===== config.mk =====
export PLATFORM = sky130hd
export DESIGN_NAME = pg_mmu
export DESIGN_NICKNAME = d
export VERILOG_FILES = /design/src/rtl/pg_mmu_pkg.sv /design/src/rtl/pg_fifo.sv /design/src/rtl/pg_pool.sv /design/src/rtl/pg_mmu.sv
export SDC_FILE = /design/constraint.sdc
export NUM_CORES = 1
export LEC_CHECK = 0
export CAP_MARGIN = 15
export CORE_AREA = 3 3 102 104
export CTS_CLUSTER_DIAMETER = 150
export DETAILED_ROUTE_END_ITERATION = 6
export DIE_AREA = 0 0 105 107
export PLACE_DENSITY = 0.68
export SETUP_SLACK_MARGIN = 0.2
export SYNTH_ARGS = -nofsm -noshare
export SYNTH_HDL_FRONTEND = slang
export SYNTH_SLANG_ARGS = --single-unit

===== constraint.sdc =====
create_clock -name clk -period 8.6 [get_ports clk]
set_clock_uncertainty 0.2 [all_clocks]
set_input_delay 1.72 -clock clk [delete_from_list [all_inputs] [get_ports clk]]
set_output_delay 1.72 -clock clk [all_outputs]
set_load 0.02 [all_outputs]

===== src/rtl/pg_mmu_pkg.sv =====
package pg_mmu_pkg;

    typedef enum logic [2:0] {
        CMD_NOP         = 3'd0,
        CMD_TX_ALLOC    = 3'd1,
        CMD_MMU_RESET   = 3'd2,
        CMD_RX_POP      = 3'd3,
        CMD_RX_POP_FREE = 3'd4,
        CMD_FREE        = 3'd5,
        CMD_TX_PUSH     = 3'd6,
        CMD_TX_FLUSH    = 3'd7
    } mmu_cmd_e;

    localparam logic [7:0] NO_PAGE       = 8'h80;
    localparam logic [7:0] ACK_CLEARABLE = 8'hD6;
    localparam logic [7:0] STATUS_RESET  = 8'h04;

    localparam int ST_ALLOC   = 3;
    localparam int ST_TXEMPTY = 2;
    localparam int ST_TX      = 1;
    localparam int ST_RCV     = 0;

    // Head-port encoding: page number when valid, empty marker otherwise.
    function automatic logic [7:0] page_byte(input logic valid, input logic [31:0] page);
        return valid ? 8'(page) : NO_PAGE;
    endfunction

endpackage


===== src/rtl/pg_fifo.sv =====
module pg_fifo #(
    parameter int DEPTH = 4,
    parameter int W     = 2
) (
    input  logic         clk,
    input  logic         rst,
    input  logic         clr,
    input  logic         push,
    input  logic [W-1:0] push_data,
    input  logic         pop,
    output logic [W-1:0] head,
    output logic         empty,
    output logic         full,
    output logic         empty_nx
);
    localparam int AW = (DEPTH > 1) ? $clog2(DEPTH) : 1;
    localparam int CW = AW + 1;

    logic [W-1:0]  mem [DEPTH];
    logic [AW-1:0] rd_ptr;
    logic [CW-1:0] cnt, cnt_nx;
    logic [AW-1:0] wr_idx;
    logic          do_push, do_pop;

    assign empty   = (cnt == '0);
    assign full    = (cnt == CW'(DEPTH));
    assign do_push = push && !full;
    assign do_pop  = pop && !empty;
    assign wr_idx  = rd_ptr + cnt[AW-1:0];
    assign head    = mem[rd_ptr];

    always_comb begin
        if (clr)
            cnt_nx = '0;
        else
            cnt_nx = cnt + CW'(do_push) - CW'(do_pop);
    end
    assign empty_nx = (cnt_nx == '0);

    always_ff @(posedge clk) begin
        if (rst || clr) begin
            rd_ptr <= '0;
            cnt    <= '0;
        end else begin
            if (do_pop)
                rd_ptr <= rd_ptr + AW'(1);
            cnt <= cnt_nx;
        end
    end

    always_ff @(posedge clk) begin
        if (do_push && !clr)
            mem[wr_idx] <= push_data;
    end
endmodule


===== src/rtl/pg_pool.sv =====
module pg_pool #(
    parameter int NPAGES = 4,
    localparam int PW    = (NPAGES > 1) ? $clog2(NPAGES) : 1
) (
    input  logic          clk,
    input  logic          rst,
    input  logic          clr,
    input  logic          rel_en,
    input  logic [PW-1:0] rel_idx,
    input  logic          alloc_en,
    output logic          avail,
    output logic [PW-1:0] grant_idx,
    output logic [PW:0]   used
);
    logic [NPAGES-1:0] bits_q, after_rel, grant_oh;

    always_comb begin
        after_rel = bits_q;
        if (rel_en)
            after_rel[rel_idx] = 1'b0;
    end

    // Lowest free page of the mask that already reflects this cycle's release.
    always_comb begin
        avail     = 1'b0;
        grant_idx = '0;
        for (int i = NPAGES - 1; i >= 0; i--) begin
            if (!after_rel[i]) begin
                avail     = 1'b1;
                grant_idx = PW'(i);
            end
        end
    end

    always_comb begin
        grant_oh = '0;
        if (alloc_en && avail)
            grant_oh[grant_idx] = 1'b1;
    end

    always_comb begin
        used = '0;
        for (int i = 0; i < NPAGES; i++)
            used = used + (PW+1)'(bits_q[i]);
    end

    always_ff @(posedge clk) begin
        if (rst || clr)
            bits_q <= '0;
        else
            bits_q <= after_rel | grant_oh;
    end
endmodule


===== src/rtl/pg_mmu.sv =====
module pg_mmu
    import pg_mmu_pkg::*;
#(
    parameter int NPAGES = 4,
    localparam int PW    = (NPAGES > 1) ? $clog2(NPAGES) : 1
) (
    input  logic          clk,
    input  logic          rst,
    input  logic          cmd_we,
    input  logic [2:0]    cmd_code,
    input  logic [PW-1:0] pkt_num,
    input  logic          tx_sent,
    input  logic          auto_rel,
    input  logic          rx_alloc_req,
    input  logic          ack_we,
    input  logic [7:0]    ack_byte,
    input  logic          mask_we,
    input  logic [7:0]    mask_byte,
    output logic [7:0]    tx_alloc_res,
    output logic [7:0]    tx_head,
    output logic [7:0]    done_head,
    output logic [7:0]    rx_head,
    output logic [PW:0]   used_count,
    output logic [7:0]    int_status,
    output logic [7:0]    int_mask,
    output logic          irq
);
    mmu_cmd_e cmd;
    assign cmd = mmu_cmd_e'(cmd_code);

    logic          do_cmd, do_ack, do_sent, do_rx;
    assign do_cmd  = cmd_we;
    assign do_ack  = !cmd_we && ack_we;
    assign do_sent = !cmd_we && !ack_we && tx_sent;
    assign do_rx   = !cmd_we && !ack_we && !tx_sent && rx_alloc_req;

    // Pool and queue wiring
    logic          rel_en, alloc_en, pool_clr, avail;
    logic [PW-1:0] rel_idx, grant_idx;
    logic          tq_push, tq_pop, tq_clr, tq_empty, tq_full, tq_empty_nx;
    logic          dq_push, dq_pop, dq_clr, dq_empty, dq_full, dq_empty_nx;
    logic          rq_push, rq_pop, rq_clr, rq_empty, rq_full, rq_empty_nx;
    logic [PW-1:0] tq_head, dq_head, rq_head, rq_second;
    logic          rq_more;

    logic [7:0]    res_q, res_nx, stat_q, stat_nx, mask_q;

    pg_pool #(.NPAGES(NPAGES)) i_pool (
        .clk(clk), .rst(rst), .clr(pool_clr),
        .rel_en(rel_en), .rel_idx(rel_idx), .alloc_en(alloc_en),
        .avail(avail), .grant_idx(grant_idx), .used(used_count)
    );

    pg_fifo #(.DEPTH(NPAGES), .W(PW)) i_txq (
        .clk(clk), .rst(rst), .clr(tq_clr), .push(tq_push), .push_data(pkt_num),
        .pop(tq_pop), .head(tq_head), .empty(tq_empty), .full(tq_full),
        .empty_nx(tq_empty_nx)
    );

    pg_fifo #(.DEPTH(NPAGES), .W(PW)) i_doneq (
        .clk(clk), .rst(rst), .clr(dq_clr), .push(dq_push), .push_data(tq_head),
        .pop(dq_pop), .head(dq_head), .empty(dq_empty), .full(dq_full),
        .empty_nx(dq_empty_nx)
    );

    pg_fifo #(.DEPTH(NPAGES), .W(PW)) i_rxq (
        .clk(clk), .rst(rst), .clr(rq_clr), .push(rq_push), .push_data(grant_idx),
        .pop(rq_pop), .head(rq_head), .empty(rq_empty), .full(rq_full),
        .empty_nx(rq_empty_nx)
    );

    // Entries remain after a pop exactly when the queue will not be empty next cycle.
    assign rq_more   = !rq_empty_nx;
    assign rq_second = rq_head;

    // Release decode: kept apart from the allocation decode so that the
    // pool's post-release availability never loops back into this block.
    always_comb begin
        rel_en  = 1'b0;
        rel_idx = '0;
        if (do_cmd) begin
            case (cmd)
                CMD_RX_POP_FREE: begin
                    rel_en  = !rq_empty;
                    rel_idx = rq_head;
                end
                CMD_FREE: begin
                    rel_en  = 1'b1;
                    rel_idx = pkt_num;
                end
                default: ;
            endcase
        end else if (do_sent && !tq_empty && auto_rel) begin
            rel_en  = 1'b1;
            rel_idx = tq_head;
        end
    end

    always_comb begin
        alloc_en = 1'b0;
        pool_clr = 1'b0;
        tq_push  = 1'b0;  tq_pop = 1'b0;  tq_clr = 1'b0;
        dq_push  = 1'b0;  dq_pop = 1'b0;  dq_clr = 1'b0;
        rq_push  = 1'b0;  rq_pop = 1'b0;  rq_clr = 1'b0;
        res_nx   = res_q;
        stat_nx  = stat_q;

        // A release with an allocation still pending retries it at once.
        if (rel_en && res_q == NO_PAGE && avail) begin
            alloc_en          = 1'b1;
            res_nx            = page_byte(1'b1, 32'(grant_idx));
            stat_nx[ST_ALLOC] = 1'b1;
        end

        if (do_cmd) begin
            case (cmd)
                CMD_TX_ALLOC: begin
                    res_nx            = NO_PAGE;
                    stat_nx[ST_ALLOC] = 1'b0;
                    if (avail) begin
                        alloc_en          = 1'b1;
                        res_nx            = page_byte(1'b1, 32'(grant_idx));
                        stat_nx[ST_ALLOC] = 1'b1;
                    end
                end
                CMD_MMU_RESET: begin
                    pool_clr = 1'b1;
                    tq_clr   = 1'b1;
                    dq_clr   = 1'b1;
                    rq_clr   = 1'b1;
                    alloc_en = 1'b0;
                    res_nx   = '0;
                end
                CMD_RX_POP, CMD_RX_POP_FREE: begin
                    if (!rq_empty) begin
                        rq_pop          = 1'b1;
                        stat_nx[ST_RCV] = rq_more;
                    end
                end
                CMD_TX_PUSH:  tq_push = 1'b1;
                CMD_TX_FLUSH: begin
                    tq_clr = 1'b1;
                    dq_clr = 1'b1;
                end
                default: ;
            endcase
        end else if (do_ack) begin
            stat_nx = stat_q & ~(ack_byte & ACK_CLEARABLE);
            dq_pop  = ack_byte[ST_TX];
        end else if (do_sent) begin
            if (!tq_empty) begin
                tq_pop  = 1'b1;
                dq_push = !auto_rel;
            end
        end else if (do_rx) begin
            if (avail) begin
                alloc_en        = 1'b1;
                rq_push         = 1'b1;
                stat_nx[ST_RCV] = 1'b1;
            end
        end

        if (tq_empty_nx)
            stat_nx[ST_TXEMPTY] = 1'b1;
        if (!dq_empty_nx)
            stat_nx[ST_TX] = 1'b1;
    end

    always_ff @(posedge clk) begin
        if (rst) begin
            res_q  <= '0;
            stat_q <= STATUS_RESET;
            mask_q <= '0;
        end else begin
            res_q  <= res_nx;
            stat_q <= stat_nx;
            if (mask_we)
                mask_q <= mask_byte;
        end
    end

    assign tx_alloc_res = res_q;
    assign tx_head      = page_byte(!tq_empty, 32'(tq_head));
    assign done_head    = page_byte(!dq_empty, 32'(dq_head));
    assign rx_head      = page_byte(!rq_empty, 32'(rq_second));
    assign int_status   = stat_q;
    assign int_mask     = mask_q;
    assign irq          = |(stat_q & mask_q);

    // Full flags are consumed inside the queues; the receive queue can never
    // overflow because it holds at most one entry per page.
    logic unused_ok;
    assign unused_ok = &{1'b0, tq_full, dq_full, rq_full};
endmodule


==> results of run 1 <==
-- worst max path at each step --
stage,slack (ns),end,depth (start not counted)
floorplan,4.06,int_status[0]$_SDFFE_PP0P_,13
global placement,3.25,int_status[0]$_SDFFE_PP0P_,12
detailed placement,3.19,int_status[0]$_SDFFE_PP0P_,12
CTS,3.57,int_status[0]$_SDFFE_PP0P_,12
global route,3.31,int_status[0]$_SDFFE_PP0P_,12
finish,3.57,int_status[0]$_SDFFE_PP0P_,13
-- per-layer routing --
layer	GRT usage (%)	vias to the layer above	share of wire, %
met2	23.46	83	50
met5	0	-	0
met1	16.88	1212	43
met3	3.191	12	5.8
met4	6.186	0	1.5
li1	-	1284	-
-- worst reg2reg max path: cells and delay by family, from the launching register on --
family                     cells  cell delay [ns]
buffers and inverters          3             0.17
DFF                            1             0.48
and+or+nand+nor                2             0.81
adders and majority gates      3             1.01
AOI/OAI and AO/OA              3             0.44
-- placed cells by master (no fill, tap or decap), types with 2 or more instances in the layout --
cell / instances
sky130_fd_sc_hd__o311a_1: 3
sky130_fd_sc_hd__nand3b_1: 2
sky130_fd_sc_hd__a22oi_1: 5
sky130_fd_sc_hd__and3_1: 3
sky130_fd_sc_hd__clkdlybuf4s50_1: 61
sky130_fd_sc_hd__xnor2_1: 15
sky130_fd_sc_hd__mux2i_1: 9
sky130_fd_sc_hd__fa_1: 4
sky130_fd_sc_hd__inv_1: 15
sky130_fd_sc_hd__nor2_1: 42
sky130_fd_sc_hd__ha_1: 11
sky130_fd_sc_hd__nor3_1: 6
sky130_fd_sc_hd__nand3_1: 8
sky130_fd_sc_hd__nand4_1: 2
sky130_fd_sc_hd__mux4_2: 5
sky130_fd_sc_hd__a31oi_1: 3
sky130_fd_sc_hd__o22ai_1: 2
sky130_fd_sc_hd__or3_1: 2
sky130_fd_sc_hd__conb_1: 16
sky130_fd_sc_hd__xor2_1: 8
sky130_fd_sc_hd__nand2_1: 25
sky130_fd_sc_hd__a21oi_1: 11
sky130_fd_sc_hd__a31o_2: 2
sky130_fd_sc_hd__o31ai_1: 2
sky130_fd_sc_hd__dfxtp_1: 48
sky130_fd_sc_hd__o21ai_0: 5
sky130_fd_sc_hd__and2_1: 15
sky130_fd_sc_hd__nor2b_1: 7
sky130_fd_sc_hd__nand2b_1: 3
sky130_fd_sc_hd__edfxtp_1: 24
sky130_fd_sc_hd__clkbuf_8: 11
-- cells by family after synthesis --
logic type | synth area share [%]
AND/OR/NAND/NOR | 18.24
flip-flops | 47.42
AO/OA/AOI/OAI | 9.810
buffers and inverters | 6.563
XOR/XNOR | 5.681
adder cells (fa/ha/maj) | 6.140
multiplexers | 6.034
other | 0.1058
-- flip-flops by register name, indices dropped and copies added (netlist names), named ones only --
register and count:
i_doneq.mem 8, i_rxq.mem 8, i_txq.mem 8, int_mask 8, tx_alloc_res 8, int_status 7, i_pool.bits_q 4, i_doneq.cnt 3
i_rxq.cnt 3, i_txq.cnt 3, i_doneq.rd_ptr 2, i_rxq.rd_ptr 2, i_txq.rd_ptr 2
-- layout make-up --
class | count | area share, %
well taps | 133 | 3.776
repair buffers | 61 | 13.86
clock buffers | 13 | 4.089
clock inverters | 3 | 0.4543
inverters | 16 | 1.363
multi-input cells | 240 | 38.30
flip-flops and latches | 72 | 38.16
-- through the flow --
step,area [µm²],std cells,hold WS (ns)
2_1_floorplan,3602,354,0.3142
3_3_place_gp,4207,522,0.2484
3_5_place_dp,4207,522,0.2511
4_1_cts,4407,538,0.2630
5_1_grt,4407,538,0.2755
6_report,4407,538,0.2627
-- where the power goes --
| part | switching, µW | total (µW) | internal (µW) | leakage [µW] |
|---|---|---|---|---|
| clock | 124 | 263 | 139 | 0.000105 |
| combinational | 51.0 | 90.9 | 39.9 | 0.000944 |
| sequential | 6.08 | 363 | 357 | 0.000613 |
==> results.md, run 1 <==
- Outcome: finished clean
- Launch point of the worst reg-to-reg path: i_rxq.cnt[1]$_SDFF_PP0_
- DRT antenna net count: 0
- Filler cells: 943
- Unique cell type count in the Yosys netlist: 57
- Async set or reset register ratio after synthesis: 0%
- Final weighted congestion of routability-driven global placement: 0.7836
- Static power due to leakage: 0.001663 µW
- Area of the placeable core: 9639 µm²
- Cts bufs inserted: 9
- Register clock-pin slew on the reported worst setup and hold paths: 0.08 ns
- PostCTS Resize Cnt: 0
- Path depth of the worst reg2reg path: 11
- Initial drt markers: 120
- Overall die width: 105 µm
- Critical path startpoint: cmd_code[1]
- Remaining max-slew budget at the tightest pin: 51.28%
- Top cell by count, worst path: sky130_fd_sc_hd__inv_1
- Setup repair bufs after CTS: 0
- Count of flip-flops with a built-in enable after synthesis: 24
- Slowest cell on the critical path: sky130_fd_sc_hd__clkdlybuf4s50_1
- Unrepaired setup endpoints after global routing: no
- Initial antenna violation count: 0
- Area Overhead vs Synth: 24.28%
- Worst hold path depth: 2
- Pin count of the biggest net entering global routing: 18
- Seq. cell area: 1682 µm²
- Number of nets in the layout: 444
- Layout cells sized above 1: 7.901%
- VDD IR-drop max: 67.31 µV
- Post-Syn Area per Cell: 10.46 µm²
- Total half-perimeter wirelength after legalization and detailed placement: 5853 µm
- Wire length reported by the detailed router: 7683 µm
- Post-synthesis sequential element count: 72
- Power, Total: 716.8 µW
- Capturing element type of the critical path: register
- Number of maximum-capacitance violations: 0
- Maximum net fanout on the critical path: 11
- Critical Path, Cell by Cell: clkdlybuf4s50_1, nor2b_1, a22oi_1, nor3b_1, ha_1, inv_1, ha_1, inv_1, fa_1, inv_1, o22ai_1, a31oi_1, o32a_1
- Max clock buf depth: 2
- Most common cell in the netlist: sky130_fd_sc_hd__dfxtp_1
- Number of clock sinks: 72
- Class of the most critical setup path: in2reg
- Hold Crit Endpoint: int_status[7]$_SDFFE_PP0P_
- Worst path bufs/invs: 4
- Global Route Usage Sum: 13.87%
- Setup Viol. Count Final: 0
- Biggest area contributors in the synthesized netlist: sky130_fd_sc_hd__dfxtp_1 (27%), sky130_fd_sc_hd__edfxtp_1 (20%), sky130_fd_sc_hd__nor2_1 (4.4%)
- Starting density of the core: 36.79%
- Count of input and output buffers: 61
- Critical Path Source Type: primary input
- Cell family contributing the most delay on the critical path: adder cells
- Post-Synthesis Cell Area: 3546 µm²
- Worst R2R End: int_status[0]$_SDFFE_PP0P_
- DR DRC count: 0
- Synth cell count leaders: sky130_fd_sc_hd__dfxtp_1 (48), sky130_fd_sc_hd__nor2_1 (42), sky130_fd_sc_hd__nand2_1 (25)
- Hold-fix buffers, CTS: 0
- Max stage delay on crit path: 0.70 ns
- Antenna Cells: 0
- Hold Path Class: reg2reg
- Final worst-path setup slack: 3.566 ns
- Gr ovfl total: 0
- Worst Max-Slew Pin Slew: 0.7293 ns
- Gate count after technology mapping: 339
- Vias in the first global route: 2591
- Required time of the critical path: 8.63 ns
- Highest clock rate: 0.1987 GHz
- Sequential fraction of the synthesis area: 47.42%
- Clock latency on the worst-skew pair: 0.34 ns
- Routed length per instance: 14.28 µm
- Internal reg-to-reg setup slack: 5.39 ns
- Largest area contributor in the netlist: sky130_fd_sc_hd__dfxtp_1
- Post-layout util: 45.72%
- Clk root buf: sky130_fd_sc_hd__clkbuf_8
- Post-detailed-route via-to-cell ratio: 4.816
- Total number of placement rows: 36
- Final min period: 5.034 ns
- Height of the chip: 107 µm
- Area of the die: 11240 µm²
- Hold Startpoint: int_status[7]$_SDFFE_PP0P_
- Setup TNS Final: 0 ns
- Syn. warnings: 0
- Total area of multi-input combinational cells: 1688 µm²
- H-tree depth: 3
- Final cycle utilization of the critical path: 58.53%
- Worst Path Arrival: 5.07 ns
- Top-level I/O count: 81
- Power per cell area: 162.7 nW/µm²
- Hold Fails Final Rpt: 0
- TritonCTS clock tree: done
- Worst slack at placement: 3.192 ns
- Top flip-flop cell by instance count after synthesis: sky130_fd_sc_hd__dfxtp_1
- Area fraction of the dominant cell type after synthesis: 27.10%
- Number of vias in the routed layout: 2591
- First-pass GRT wire length: 12310 µm
- Number of pins exceeding their max-slew limit in the final report: 0
- First drt pass iteration count: 4
No activity file was read; power rests on OpenSTA's default activity.
==> inputs of run 2 (changes only) <==
- clock period: 8.6 -> 5.25 ns (I/O delays scaled with it)
==> run 2 against run 1 <==
  * Total power grew 67%
  * Highest routed layer unchanged
  * First-iteration DRC count decreased by 26%
  * Flip-flop and latch count unchanged
  * Worst setup slack got worse by 2.4 ns
==> results.md, run 2 (same netlist as run 1, synthesis figures left out) <==
- Total number of placement rows: 36
- Setup Viol. Count Final: 0
- Launch point of the worst reg-to-reg path: i_rxq.cnt[1]$_SDFF_PP0_
- PostCTS Resize Cnt: 0
- Worst Path Arrival: 4.15 ns
- Antenna Cells: 0
- Area of the die: 11240 µm²
- Filler cells: 932
- Count of input and output buffers: 61
- Worst Max-Slew Pin Slew: 0.7027 ns
- Area Overhead vs Synth: 25.12%
- Max stage delay on crit path: 0.57 ns
- Hold-fix buffers, CTS: 0
- Number of maximum-capacitance violations: 0
- Register clock-pin slew on the reported worst setup and hold paths: 0.08 ns
- Number of nets in the layout: 447
- Critical Path, Cell by Cell: clkdlybuf4s50_1, and4bb_2, a22o_4, nor3_1, a2111oi_2, ha_1, inv_1, fa_1, inv_1, o22ai_1, a31oi_1, o32a_1
- Path depth of the worst reg2reg path: 11
- Outcome: finished clean
- Clock latency on the worst-skew pair: 0.35 ns
- Global Route Usage Sum: 14.15%
- Pin count of the biggest net entering global routing: 15
- Unrepaired setup endpoints after global routing: no
- Hold Fails Final Rpt: 0
- Worst hold margin: 0.2581 ns
- Number of vias in the routed layout: 2634
- Hold Path Class: reg2reg
- Overall die width: 105 µm
- Clk root buf: sky130_fd_sc_hd__clkbuf_8
- Initial drt markers: 89
- Layout cells sized above 1: 8.578%
- Area of the placeable core: 9639 µm²
- Wire length reported by the detailed router: 7717 µm
- Height of the chip: 107 µm
- Number of pins exceeding their max-slew limit in the final report: 0
- Starting density of the core: 36.79%
- Required time of the critical path: 5.29 ns
- Post-detailed-route via-to-cell ratio: 4.869
- Gr ovfl total: 0
- Maximum net fanout on the critical path: 8
- Hold Startpoint: int_status[4]$_SDFFE_PP0P_
- Top library cells by usage in the layout, fill and taps aside: sky130_fd_sc_hd__clkdlybuf4s50_1 (61), sky130_fd_sc_hd__dfxtp_1 (48), sky130_fd_sc_hd__nor2_1 (42), sky130_fd_sc_hd__nand2_1 (25), sky130_fd_sc_hd__edfxtp_1 (24)
- Critical Path Source Type: primary input
- Initial antenna violation count: 0
- Top cell by count, worst path: sky130_fd_sc_hd__inv_1
- Final weighted congestion of routability-driven global placement: 0.7874
- Max clock buf depth: 2
- Static power due to leakage: 0.001679 µW
- Slowest cell on the critical path: sky130_fd_sc_hd__clkdlybuf4s50_1
- Internal reg-to-reg setup slack: 2.14 ns
- Capturing element type of the critical path: register
- Vias in the first global route: 2618
- Top-level I/O count: 81
- Worst hold path depth: 2
- Number of clock sinks: 72
- First drt pass iteration count: 4
- Setup TNS Final: 0 ns
- Class of the most critical setup path: in2reg
- DRT antenna net count: 0
- H-tree depth: 3
- Remaining max-slew budget at the tightest pin: 52.51%
- Cts bufs inserted: 9
- DR DRC count: 0
- Hold Crit Endpoint: int_status[4]$_SDFFE_PP0P_
- Final min period: 4.115 ns
- First-pass GRT wire length: 12670 µm
- Setup repair bufs after CTS: 0
- Highest clock rate: 0.2430 GHz
- Final cycle utilization of the critical path: 78.38%
- Power per cell area: 270.3 nW/µm²
- Worst R2R End: int_status[0]$_SDFFE_PP0P_
- TritonCTS clock tree: done
- Total half-perimeter wirelength after legalization and detailed placement: 5917 µm
- Most frequent standard cell in the layout excluding fill and tap cells: sky130_fd_sc_hd__clkdlybuf4s50_1
- VDD IR-drop max: 145.6 µV
- Routed length per instance: 14.26 µm
[run 2: critical path, delay by kind of cell]
kind / cells / cell delay [ns]
and+or+nand+nor: 2 / 0.50
AOI/OAI and AO/OA: 5 / 1.16
adders and majority gates: 2 / 0.76
buffers and inverters: 3 / 0.67
[run 2: worst max-delay path by stage]
stage,start,end,slack (ns),cells after the start
2_1_floorplan,cmd_code[1],int_status[0]$_SDFFE_PP0P_,1.38,13
3_3_place_gp,cmd_we,int_status[0]$_SDFFE_PP0P_,0.84,12
3_5_place_dp,cmd_we,int_status[0]$_SDFFE_PP0P_,0.76,12
4_1_cts,cmd_we,int_status[0]$_SDFFE_PP0P_,1.14,12
5_1_grt,cmd_we,int_status[0]$_SDFFE_PP0P_,0.89,12
6_report,cmd_we,int_status[0]$_SDFFE_PP0P_,1.14,12
[run 2: routing by layer]
metal / wire length [µm] / vias up / part of all wire, % / track usage (%)
met5: 0 / - / 0 / 0
met3: 374 / 7 / 4.8 / 3.010
met1: 3398 / 1262 / 44 / 17.83
met4: 67 / 0 / 0.87 / 5.248
met2: 3876 / 70 / 50 / 23.92
li1: - / 1295 / - / -
[run 2: metrics by stage]
stage          util [%]  area [µm²]  setup WS (ns)  cells  power, µW
4_1_cts           46.03        4437          1.138    541       1213
2_1_floorplan         -        3602          1.376    354      706.2
6_report          46.03        4437          1.135    541       1199
5_1_grt           46.03        4437         0.8919    541       1251
3_5_place_dp      43.87        4229         0.7637    525      758.1
3_3_place_gp      43.87        4229         0.8366    525      755.6
[run 2: cell type report]
type                            instances  area, µm²  share of cell area (%)
Multi-Input combinational cell        240       1688                   38.04
Sequential cell                        72       1682                   37.90
Timing Repair Buffer                   64      633.1                   14.27
Tap cell                              133      166.4                   3.751
Clock buffer                           12      155.1                   3.497
Inverter                               16      60.06                   1.354
Clock inverter                          4      52.55                   1.184
[run 2: where the power goes]
group / total [µW] / internal [µW] / switching (µW) / leakage [µW]
Combinational: 151 / 66.7 / 84.3 / 0.000959
Clock: 453 / 247 / 206 / 0.000107
Sequential: 595 / 585 / 10.1 / 0.000613
Total: 1200 / 899 / 300 / 0.00168
